File: src/rtl/pwg_pkg.sv
package pwg_pkg;
  typedef struct packed {
    logic rst_dev;
    logic rst_pw;
    logic match;
    logic miss;
  } pwg_evt_t;

  function automatic int pwg_cnt_w(input int tries);
    return $clog2(tries + 1);
  endfunction
endpackage

File: src/rtl/pwg_tally.sv
module pwg_tally #(
  parameter int MAX_TRIES = 8
) (
  input  logic clk,
  input  logic rst_n,
  input  logic match_i,
  input  logic miss_i,
  input  logic rst_dev_i,
  output logic locked_o,
  output logic trip_o
);
  localparam int CW = pwg_pkg::pwg_cnt_w(MAX_TRIES);
  localparam logic [CW-1:0] LIMIT = CW'(MAX_TRIES);

  logic [CW-1:0] cnt_q;
  logic          locked_q;

  // a miss beyond the tolerated count, with nothing of higher precedence
  assign trip_o = miss_i & ~match_i & ~rst_dev_i & ~locked_q & (cnt_q == LIMIT);

  always_ff @(posedge clk) begin
    if (!rst_n) begin
      cnt_q    <= '0;
      locked_q <= 1'b0;
    end else if (rst_dev_i) begin
      cnt_q    <= '0;
      locked_q <= 1'b0;
    end else if (!locked_q) begin
      if (match_i)
        cnt_q <= '0;
      else if (miss_i) begin
        if (cnt_q == LIMIT) locked_q <= 1'b1;
        else                cnt_q    <= cnt_q + 1'b1;
      end
    end
  end

  assign locked_o = locked_q;

  p_cnt_bound_r2: assert property (@(posedge clk) disable iff (!rst_n)
    cnt_q <= LIMIT);
  p_lock_hold_r5: assert property (@(posedge clk) disable iff (!rst_n)
    locked_q && !rst_dev_i |=> locked_q && $stable(cnt_q));
  p_unlock_r6: assert property (@(posedge clk) disable iff (!rst_n)
    rst_dev_i |=> !locked_q && cnt_q == '0);
  p_lock_at_limit_r2: assert property (@(posedge clk) disable iff (!rst_n)
    $rose(locked_q) |-> $past(cnt_q) == LIMIT);
  p_match_clear_r3: assert property (@(posedge clk) disable iff (!rst_n)
    match_i && !locked_q |=> cnt_q == '0);
endmodule

File: src/rtl/pwg_clear_req.sv
module pwg_clear_req (
  input  logic clk,
  input  logic rst_n,
  input  logic trip_i,
  input  logic rst_pw_i,
  output logic clr_arrays_o,
  output logic clr_pwds_o
);
  always_ff @(posedge clk) begin
    if (!rst_n) begin
      clr_arrays_o <= 1'b0;
      clr_pwds_o   <= 1'b0;
    end else begin
      clr_arrays_o <= trip_i | rst_pw_i;
      clr_pwds_o   <= rst_pw_i;
    end
  end

  p_pwds_with_arrays_r7: assert property (@(posedge clk) disable iff (!rst_n)
    clr_pwds_o |-> clr_arrays_o);
  p_pwds_cause_r7: assert property (@(posedge clk) disable iff (!rst_n)
    clr_pwds_o |-> $past(rst_pw_i));
endmodule

File: src/rtl/pwg_top.sv
module pwg_top #(
  parameter int MAX_TRIES = 8
) (
  input  logic clk,
  input  logic rst_n,
  input  logic pw_match_i,
  input  logic pw_miss_i,
  input  logic rst_dev_ok_i,
  input  logic rst_pw_ok_i,
  output logic locked_o,
  output logic clr_arrays_o,
  output logic clr_pwds_o
);
  pwg_pkg::pwg_evt_t evt;
  logic trip;

  assign evt = '{rst_dev: rst_dev_ok_i, rst_pw: rst_pw_ok_i,
                 match: pw_match_i, miss: pw_miss_i};

  pwg_tally #(.MAX_TRIES(MAX_TRIES)) u_tally (
    .clk      (clk),
    .rst_n    (rst_n),
    .match_i  (evt.match),
    .miss_i   (evt.miss),
    .rst_dev_i(evt.rst_dev),
    .locked_o (locked_o),
    .trip_o   (trip)
  );

  pwg_clear_req u_req (
    .clk         (clk),
    .rst_n       (rst_n),
    .trip_i      (trip),
    .rst_pw_i    (evt.rst_pw),
    .clr_arrays_o(clr_arrays_o),
    .clr_pwds_o  (clr_pwds_o)
  );

  p_lock_erases_r4: assert property (@(posedge clk) disable iff (!rst_n)
    $rose(locked_o) |-> clr_arrays_o);
  p_no_pwd_clear_on_trip_r4: assert property (@(posedge clk) disable iff (!rst_n)
    $rose(locked_o) && !$past(rst_pw_ok_i) |-> !clr_pwds_o);
  p_pulse_r8: assert property (@(posedge clk) disable iff (!rst_n)
    rst_dev_ok_i && !rst_pw_ok_i |=> !clr_arrays_o && !locked_o);
endmodule

File: config.mk
export PLATFORM = sky130hd
export DESIGN_NAME = pwg_top
export DESIGN_NICKNAME = d
export VERILOG_FILES = /design/src/rtl/pwg_pkg.sv /design/src/rtl/pwg_tally.sv /design/src/rtl/pwg_clear_req.sv /design/src/rtl/pwg_top.sv
export SDC_FILE = /design/constraint.sdc
export NUM_CORES = 1
export LEC_CHECK = 0
export BUFFER_PORTS_ARGS = -buffer_cell sky130_fd_sc_hd__buf_4
export CAP_MARGIN = 20
export CELL_PAD_IN_SITES_DETAIL_PLACEMENT = 1
export CELL_PAD_IN_SITES_GLOBAL_PLACEMENT = 2
export CORE_AREA = 2 2 39 41
export CTS_CLUSTER_DIAMETER = 100
export DETAILED_ROUTE_END_ITERATION = 8
export DIE_AREA = 0 0 41 43
export GPL_TIMING_DRIVEN = 0
export PLACE_DENSITY = 0.72
export SLEW_MARGIN = 20
export SYNTH_ARGS = -nofsm -noshare
export SYNTH_HDL_FRONTEND = slang
export SYNTH_HIERARCHICAL = 1
export SYNTH_SLANG_ARGS = --single-unit
File: constraint.sdc
create_clock -name clk -period 1.5 [get_ports clk]
set_input_delay 0 -clock clk [delete_from_list [all_inputs] [get_ports clk]]
set_output_delay 0 -clock clk [all_outputs]
set_load 0.02 [all_outputs]
==> key figures, run 1 <==
Status
  – Run status: finished, final reports clean

Hold path
  – Endpoint, Worst Hold: u_tally/locked_o
  – Hold path cells: 3
  – Critical hold path startpoint: rst_dev_ok_i
  – HP Class: input pin to flip-flop

Power
  – PwrDens: 858 nW/um^2
  – LEAKAGE: 0.182 nW
  – Peak VDD IR: 0.000343 V

Clock network
  – Setup bufs post-CTS: 0
  – CTS Buf Count: 3
  – CTS tree: built
  – Clock Path Buffers: 2
  – H-Tree Depth: 1
  – PostCTS Resize Cnt: 0
  – Clk_lat worst skew: 250 ps
  – TritonCTS sink count: 7
  – Clk root buf: clkbuf_4
  – Hold-fix buffers, CTS: 3
  – Clock slew at reported path FFs: 60 ps

Logic synthesis
  – Top cells by area, synth: dfxtp_1 (40%), ha_1 (7.2%), o211ai_1 (4.3%)
  – Synth cell types: 23
  – YS warnings: 6
  – Mean area per synthesized cell: 9.15 um^2
  – Post-synthesis sequential area ratio: 0.403
  – Synth Flop Type: dfxtp_1
  – Share of the synthesized area in the top cell type: 0.403
  – Synth cell count leaders: dfxtp_1 (7), inv_1 (3), nor2_1 (3)
  – #FFs+latches synth: 7
  – Post-synth EDFFs: 0
  – Area leader, netlist: dfxtp_1
  – Synthesized net count: 46
  – Post-Syn Area: 348 um^2
  – Top-count cell post-synth: dfxtp_1
  – Async S/R FF share, synth: 0
  – Cells after Synth: 38

Global route
  – Grt total ovfl: 0
  – Vias in the first global route: 383
  – First-pass GRT wire length: 1550 um
  – Global-route usage over all layers: 0.136
  – Initial antenna violation count: 0
  – Pin count of the biggest net entering global routing: 9

Finish
  – Nets: 62
  – Share of layout cells above drive strength 1: 0.245
  – Final instance area: 484 um^2
  – Antenna fix cells: 0
  – Synth-to-Final Area Change: 39.2%

STA
  – Fin. max-slew vios: 0
  – RSZ-0062 raised after global routing: false
  – Final Hold Fails: 0
  – Fin Setup TNS: 0 ps
  – Worst Skew: 5.65 ps
  – Setup ws final: 173 ps
  – Final min period: 1330 ps
  – Worst-margin pin slew: 322 ps
  – Final hold slack: 59.4 ps
  – Final period util: 0.885
  – Final setup violation count: 0
  – Max_slew headroom: 0.785
  – F_max: 754 MHz

Worst setup path
  – R2R depth: 5
  – Worst Setup Path Type: flip-flop to flip-flop
  – Worst setup path start: u_tally/cnt_q[0]
  – Crit-path max cell delay: 380 ps
  – R2r startpoint: u_tally/cnt_q[0]
  – R2r endpoint: u_tally/cnt_q[0]
  – CP cell instances: inv_1, ha_1, and4bb_2, nor3_1, a211oi_1
  – Critical Path Source Type: flip-flop
  – Required time of the critical path: 1630 ps
  – Arrival time worst endpoint: 1460 ps
  – Flop2flop setup slack: 170 ps
  – CP max stage cell: dfxtp_1
  – Type of destination of the critical path: flip-flop
  – CP max FO: 4

Route
  – DR iter-0 viols: 4
  – Vias: 364
  – First-pass iteration count of the detailed router: 2
  – Metal2 WL: 509 um
  – M1 WL: 375 um
  – Post-DRT Antenna Nets: 0
  – Vias per cell: 5.28
  – Routed WL: 931 um
  – Remaining DRCs: 0
  – Top sig layer: met4
  – Metal3 WL: 36 um
  – Post-DR wirelength/cell: 13.5 um

Placed design
  – DP Area: 428 um^2
  – GPL Wtd Cong: 0.789
  – HPWL Detailed: 724 um
  – PortBufs: 8
  – DP Worst Slack: 182 ps

Floorplanning
  – Io pins: 9
  – Die Area: 1760 um^2
  – Site row count: 14
  – Core Region: 1380 um^2
  – Die Wd: 41 um
  – Initial Utilization: 0.251
  – Die H: 43 um

Flow run
  – Max Cap Viol: 0
report_power, final:
part | internal, mW | total [mW] | switching, mW
Sequential | 0.190 | 0.192 | 0.00198
Clock | 0.102 | 0.175 | 0.0729
Combinational | 0.0251 | 0.0490 | 0.0239
per-layer routing:
layer | GRT usage | vias to the layer above
met4 | 0.120 | 0
met2 | 0.213 | 7
met5 | 0 | -
met3 | 0.0314 | 2
met1 | 0.140 | 179
li1 | - | 176
critical path, delay by kind of cell, from the launching register on:
kind | cells | cell delay, ps
and+or+nand+nor | 2 | 430
adders and majority gates | 1 | 230
buffers and inverters | 1 | 100
AOI/OAI and AO/OA | 1 | 70
DFF | 1 | 380
per-stage QoR:
stage / total power, mW / util / std cells
2_1_floorplan: 0.214 / - / 38
3_3_place_gp: 0.236 / 0.309 / 62
3_5_place_dp: 0.239 / 0.309 / 62
4_1_cts: 0.427 / 0.350 / 69
5_1_grt: 0.445 / 0.350 / 69
6_report: 0.416 / 0.350 / 69
logic make-up (layout without fill, tap and decap cells):
| group | count (synthesis) | count (layout) | synth area share |
|---|---|---|---|
| and+or+nand+nor | 14 | 14 | 0.245 |
| buffers and inverters | 3 | 18 | 0.0324 |
| AOI/OAI and AO/OA | 12 | 12 | 0.248 |
| adders and majority gates | 2 | 2 | 0.0719 |
| DFF | 7 | 7 | 0.403 |
cell usage in the layout (no fill, tap or decap), drive strengths merged, types with 2 or more instances in the layout:
cell | netlist | final
dlygate4sd3 | 0 | 3
nor2 | 3 | 3
o21a | 2 | 2
buf | 0 | 8
ha | 2 | 2
clkbuf | 0 | 4
o211ai | 2 | 2
nand2 | 2 | 2
inv | 3 | 3
dfxtp | 7 | 7
a21oi | 2 | 2
final cells by class:
cell class,instances,area [um^2]
fill,179,900
multi-input combinational,28,196
sequential,7,140
timing repair buffer,11,90.1
clock buffer,4,26.3
tap,16,20.0
inverter,3,11.3
worst max-delay path by stage:
stage	end	slack, ps	depth (start not counted)
after floorplan	u_tally/cnt_q[0]	310	5
after CTS	u_tally/cnt_q[0]	180	5
after detailed placement	u_tally/cnt_q[0]	180	5
final	u_tally/cnt_q[0]	170	5
after global placement	u_tally/cnt_q[0]	230	5
after global routing	u_tally/cnt_q[0]	90	5
state kept, by name, indices dropped and copies added (netlist names):
name	cells
u_tally/cnt_q	4
u_req/clr_arrays_o	1
u_req/clr_pwds_o	1
u_tally/locked_o	1
(Power assumes the default switching activity.)
==> inputs of run 2 (changes only) <==
Settings changed: CELL_PAD_IN_SITES_DETAIL_PLACEMENT 1 to unset, CELL_PAD_IN_SITES_GLOBAL_PLACEMENT 2 to unset, PLACE_DENSITY 0.72 to 0.49.
==> run 2 against run 1 <==
  * Wire length is 12% lower
  * Sequential cell count stayed put
  * Sequential share of layout area stayed put
  * Clock skew is 3.7 ps lower
  * Via count is 6.9% lower
==> key figures, run 2 (same netlist as run 1, synthesis figures left out) <==
Clock network
  – Clk_lat worst skew: 240 ps
  – Clock slew at reported path FFs: 50 ps
  – H-Tree Depth: 1
  – TritonCTS sink count: 7
  – Setup bufs post-CTS: 0
  – CTS Buf Count: 3
  – Clk root buf: clkbuf_4
  – CTS tree: built
  – PostCTS Resize Cnt: 0
  – Clock Path Buffers: 2

Hold path
  – HP Class: input pin to flip-flop

Global route
  – Vias in the first global route: 315
  – Global-route usage over all layers: 0.112
  – Pin count of the biggest net entering global routing: 9
  – First-pass GRT wire length: 1310 um
  – Grt total ovfl: 0
  – Initial antenna violation count: 0

STA
  – Final Hold Fails: 0
  – F_max: 767 MHz
  – Fin. max-slew vios: 0
  – Final period util: 0.869
  – Final setup violation count: 0
  – RSZ-0062 raised after global routing: false
  – Worst-margin pin slew: 317 ps
  – Max_slew headroom: 0.788
  – Final min period: 1300 ps
  – Fin Setup TNS: 0 ps
  – Worst Skew: 1.94 ps

Finish
  – Commonest non-fill, non-tap cell in the layout: buf_4
  – Antenna fix cells: 0
  – Multi-input logic area: 196 um^2
  – Max FFs per register: 4
  – Nets: 62
  – Synth-to-Final Area Change: 39.2%
  – Final Non-Filler Cells: 69
  – Top reg by flops: u_tally/cnt_q
  – Most frequent cells in the layout: buf_4 (8), dfxtp_1 (7)
  – Fill count: 146
  – Register area: 140 um^2
  – Share of layout cells above drive strength 1: 0.245

Floorplanning
  – Initial Utilization: 0.251
  – Io pins: 9
  – Site row count: 14
  – Core Region: 1380 um^2
  – Die Area: 1760 um^2
  – Die H: 43 um
  – Die Wd: 41 um

Worst setup path
  – Worst setup path start: u_tally/cnt_q[0]
  – End of the critical path: u_tally/cnt_q[0]
  – Arrival time worst endpoint: 1420 ps
  – R2r endpoint: u_tally/cnt_q[0]
  – Worst Setup Path Type: flip-flop to flip-flop
  – Critical Path Source Type: flip-flop
  – R2R depth: 5
  – Required time of the critical path: 1620 ps
  – Type of destination of the critical path: flip-flop
  – R2r startpoint: u_tally/cnt_q[0]
  – CP max FO: 4
  – Flop2flop setup slack: 200 ps

Status
  – Run status: finished, final reports clean

Flow run
  – Max Cap Viol: 0

Route
  – Vias per cell: 4.91
  – DR iter-0 viols: 14
  – Post-DRT Antenna Nets: 0
  – Routed WL: 816 um
  – Post-DR wirelength/cell: 11.8 um
  – Vias: 339
  – Remaining DRCs: 0
  – First-pass iteration count of the detailed router: 4

Power
  – PwrDens: 839 nW/um^2
  – LEAKAGE: 0.182 nW
  – Peak VDD IR: 0.000221 V

Placed design
  – GPL Wtd Cong: 0.639
  – HPWL Detailed: 590 um
  – PortBufs: 8
  – Placed insts: 62
-- run 2: timing repair --
| item | CTS | global route |
|---|---|---|
| hold buffers | 3 | 0 |
| endpoints found under the hold margin | 2 | 0 |
| endpoints found under the setup margin | 0 | 0 |
-- run 2: final cells by class --
cell class | instances | area share
multi-input combinational | 28 | 0.406
sequential | 7 | 0.289
timing repair buffer | 11 | 0.186
clock buffer | 4 | 0.0543
tap | 16 | 0.0413
inverter | 3 | 0.0233
-- run 2: metrics by stage --
step | instance area, um^2 | setup slack [ps] | total power, mW | utilization | hold slack (ps)
floorplan | 348 | 310 | 0.214 | - | 118
global placement | 428 | 201 | 0.237 | 0.309 | 222
detailed placement | 428 | 198 | 0.238 | 0.309 | 232
CTS | 484 | 194 | 0.414 | 0.350 | 51.2
global route | 484 | 113 | 0.432 | 0.350 | 56.2
finish | 484 | 197 | 0.406 | 0.350 | 64.5
-- run 2: metal layers --
metal,part of all wire,vias up,GRT usage
met1,0.46,153,0.133
li1,-,177,-
met4,0,0,0.0800
met5,0,-,0
met2,0.48,9,0.159
met3,0.059,0,0.0366
-- run 2: worst max-delay path, cell delays in order, from the launching register on --
cell	delay, ps
dfxtp_1	380
inv_1	90
ha_1	240
and4bb_2	240
nor3_1	160
a211oi_1	60
-- run 2: how the worst min path moves through the flow --
stage / from / end / slack, ps / cells past startpoint
after global routing: rst_dev_ok_i / u_tally/locked_o / 60 / 3
after floorplan: rst_n / u_req/clr_arrays_o / 120 / 1
after CTS: rst_dev_ok_i / u_tally/locked_o / 50 / 3
final: rst_dev_ok_i / u_tally/locked_o / 60 / 3
after detailed placement: rst_pw_ok_i / u_req/clr_pwds_o / 230 / 2
after global placement: rst_pw_ok_i / u_req/clr_arrays_o / 220 / 2
-- run 2: report_power, final --
part	internal [mW]	switching (mW)	total, mW
clock	0.101	0.0649	0.166
combinational	0.0250	0.0230	0.0480
sequential	0.190	0.00222	0.192
total	0.316	0.0901	0.406
==> inputs of run 3 (changes only) <==
Settings changed: CAP_MARGIN 20 to 40, CELL_PAD_IN_SITES_DETAIL_PLACEMENT set to 0, CELL_PAD_IN_SITES_GLOBAL_PLACEMENT set to 2, PLACE_DENSITY 0.49 to 0.72.
==> run 3 against run 2 <==
  * Wire length is 2.1% lower
  * Cell area stayed put
  * Non-clock buffer count stayed put
  * Largest power group unchanged
  * Highest routed layer is now met4
==> key figures, run 3 (same netlist as run 1, synthesis figures left out) <==
Finish
  – Synth-to-Final Area Change: 39.2%
  – Most frequent cells in the layout: buf_4 (8), dfxtp_1 (7)
  – Commonest non-fill, non-tap cell in the layout: buf_4
  – Fill count: 148
  – Max FFs per register: 4
  – Share of layout cells above drive strength 1: 0.245
  – Antenna fix cells: 0
  – Top reg by flops: u_tally/cnt_q
  – Nets: 62

STA
  – Fin Setup TNS: 0 ps
  – Setup ws final: 182 ps
  – Final period util: 0.879
  – Final Hold Fails: 0
  – Worst-margin pin slew: 338 ps
  – F_max: 759 MHz
  – Max_slew headroom: 0.774
  – Final setup violation count: 0
  – Final hold slack: 52.3 ps
  – Final min period: 1320 ps
  – RSZ-0062 raised after global routing: false
  – Fin. max-slew vios: 0
  – Worst Skew: 5.09 ps

Worst setup path
  – Worst Setup Path Type: flip-flop to flip-flop
  – CP cell instances: inv_1, ha_1, nand2_1, o211ai_1, o41ai_1
  – Type of destination of the critical path: flip-flop
  – Crit-path max cell delay: 390 ps
  – CP max stage cell: dfxtp_1
  – Required time of the critical path: 1640 ps
  – Arrival time worst endpoint: 1460 ps
  – Critical Path Source Type: flip-flop
  – CP max FO: 4

Clock network
  – H-Tree Depth: 1
  – Clock Path Buffers: 2
  – Clk_lat worst skew: 250 ps
  – Clock slew at reported path FFs: 50 ps
  – PostCTS Resize Cnt: 0
  – CTS Buf Count: 3
  – CTS tree: built
  – Setup bufs post-CTS: 0
  – TritonCTS sink count: 7
  – Hold-fix buffers, CTS: 3
  – Clk root buf: clkbuf_4

Route
  – Vias per cell: 4.99
  – Vias: 344
  – First-pass iteration count of the detailed router: 2
  – Post-DRT Antenna Nets: 0
  – Post-DR wirelength/cell: 11.6 um
  – Remaining DRCs: 0
  – DR iter-0 viols: 1
  – Routed WL: 799 um

Floorplanning
  – Die Wd: 41 um
  – Die H: 43 um
  – Site row count: 14
  – Io pins: 9
  – Core Region: 1380 um^2
  – Die Area: 1760 um^2
  – Initial Utilization: 0.251

Global route
  – First-pass GRT wire length: 1460 um
  – Vias in the first global route: 371
  – Pin count of the biggest net entering global routing: 9
  – Grt total ovfl: 0
  – Global-route usage over all layers: 0.125
  – Initial antenna violation count: 0

Power
  – LEAKAGE: 0.182 nW
  – Peak VDD IR: 0.000520 V
  – Int Pwr: 316 uW
  – Reg power frac: 0.472
  – Switch Pwr: 90.8 uW
  – PwrDens: 841 nW/um^2
  – Comb pwr share: 0.116
  – Switch share: 0.223
  – Clock Power Share: 0.413

Placed design
  – PortBufs: 8
  – HPWL Detailed: 620 um
  – DP Worst Slack: 179 ps
  – GPL Wtd Cong: 0.789

Hold path
  – HP Class: input pin to flip-flop

Flow run
  – Max Cap Viol: 0

Status
  – Run status: finished, final reports clean
==> run 3: cell counts in the layout (fill, tap and decap cells not counted) <==
Identical to the previous run, type by type.
==> run 3: cell type report <==
type,instances,area (um^2),share of cell area
clock buffer,4,26.3,0.0543
inverter,3,11.3,0.0233
timing repair buffer,11,90.1,0.186
sequential,7,140,0.289
tap,16,20.0,0.0413
multi-input combinational,28,196,0.406
==> run 3: power by group through the flow <==
stage | clock network (mW) | logic [mW] | registers (mW)
final | 0.168 | 0.0472 | 0.192
after global routing | 0.189 | 0.0520 | 0.192
after CTS | 0.179 | 0.0473 | 0.192
after detailed placement | 0 | 0.0412 | 0.196
after global placement | 0 | 0.0407 | 0.196
after floorplan | 0 | 0.0145 | 0.199
==> run 3: critical path, delay by kind of cell (launching register included) <==
family                   cells  cell delay (ps)
AO/OA/AOI/OAI                2              420
adder cells (fa/ha/maj)      1              220
buffers and inverters        1              100
flip-flops                   1              390
AND/OR/NAND/NOR              1               70
==> run 3: per-stage QoR <==
stage	total power [mW]	util	std cells	area, um^2
floorplan	0.214	-	38	348
global placement	0.236	0.309	62	428
global route	0.433	0.350	69	484
detailed placement	0.237	0.309	62	428
CTS	0.418	0.350	69	484
finish	0.407	0.350	69	484
==> run 3: path summary, 6_finish.rpt <==
kind	slack (ps)	cells past startpoint	to	start
max	180	5	u_tally/cnt_q[2]	u_tally/cnt_q[0]
min	50	3	u_tally/locked_o	rst_dev_ok_i
max reg2reg	180	5	u_tally/cnt_q[2]	u_tally/cnt_q[0]
min reg2reg	520	2	u_tally/cnt_q[3]	u_tally/cnt_q[3]
==> run 3: metal layers <==
metal | track usage | wire length [um]
met1 | 0.143 | 364
met2 | 0.191 | 384
met3 | 0.0209 | 40
met4 | 0.100 | 10
met5 | 0 | 0
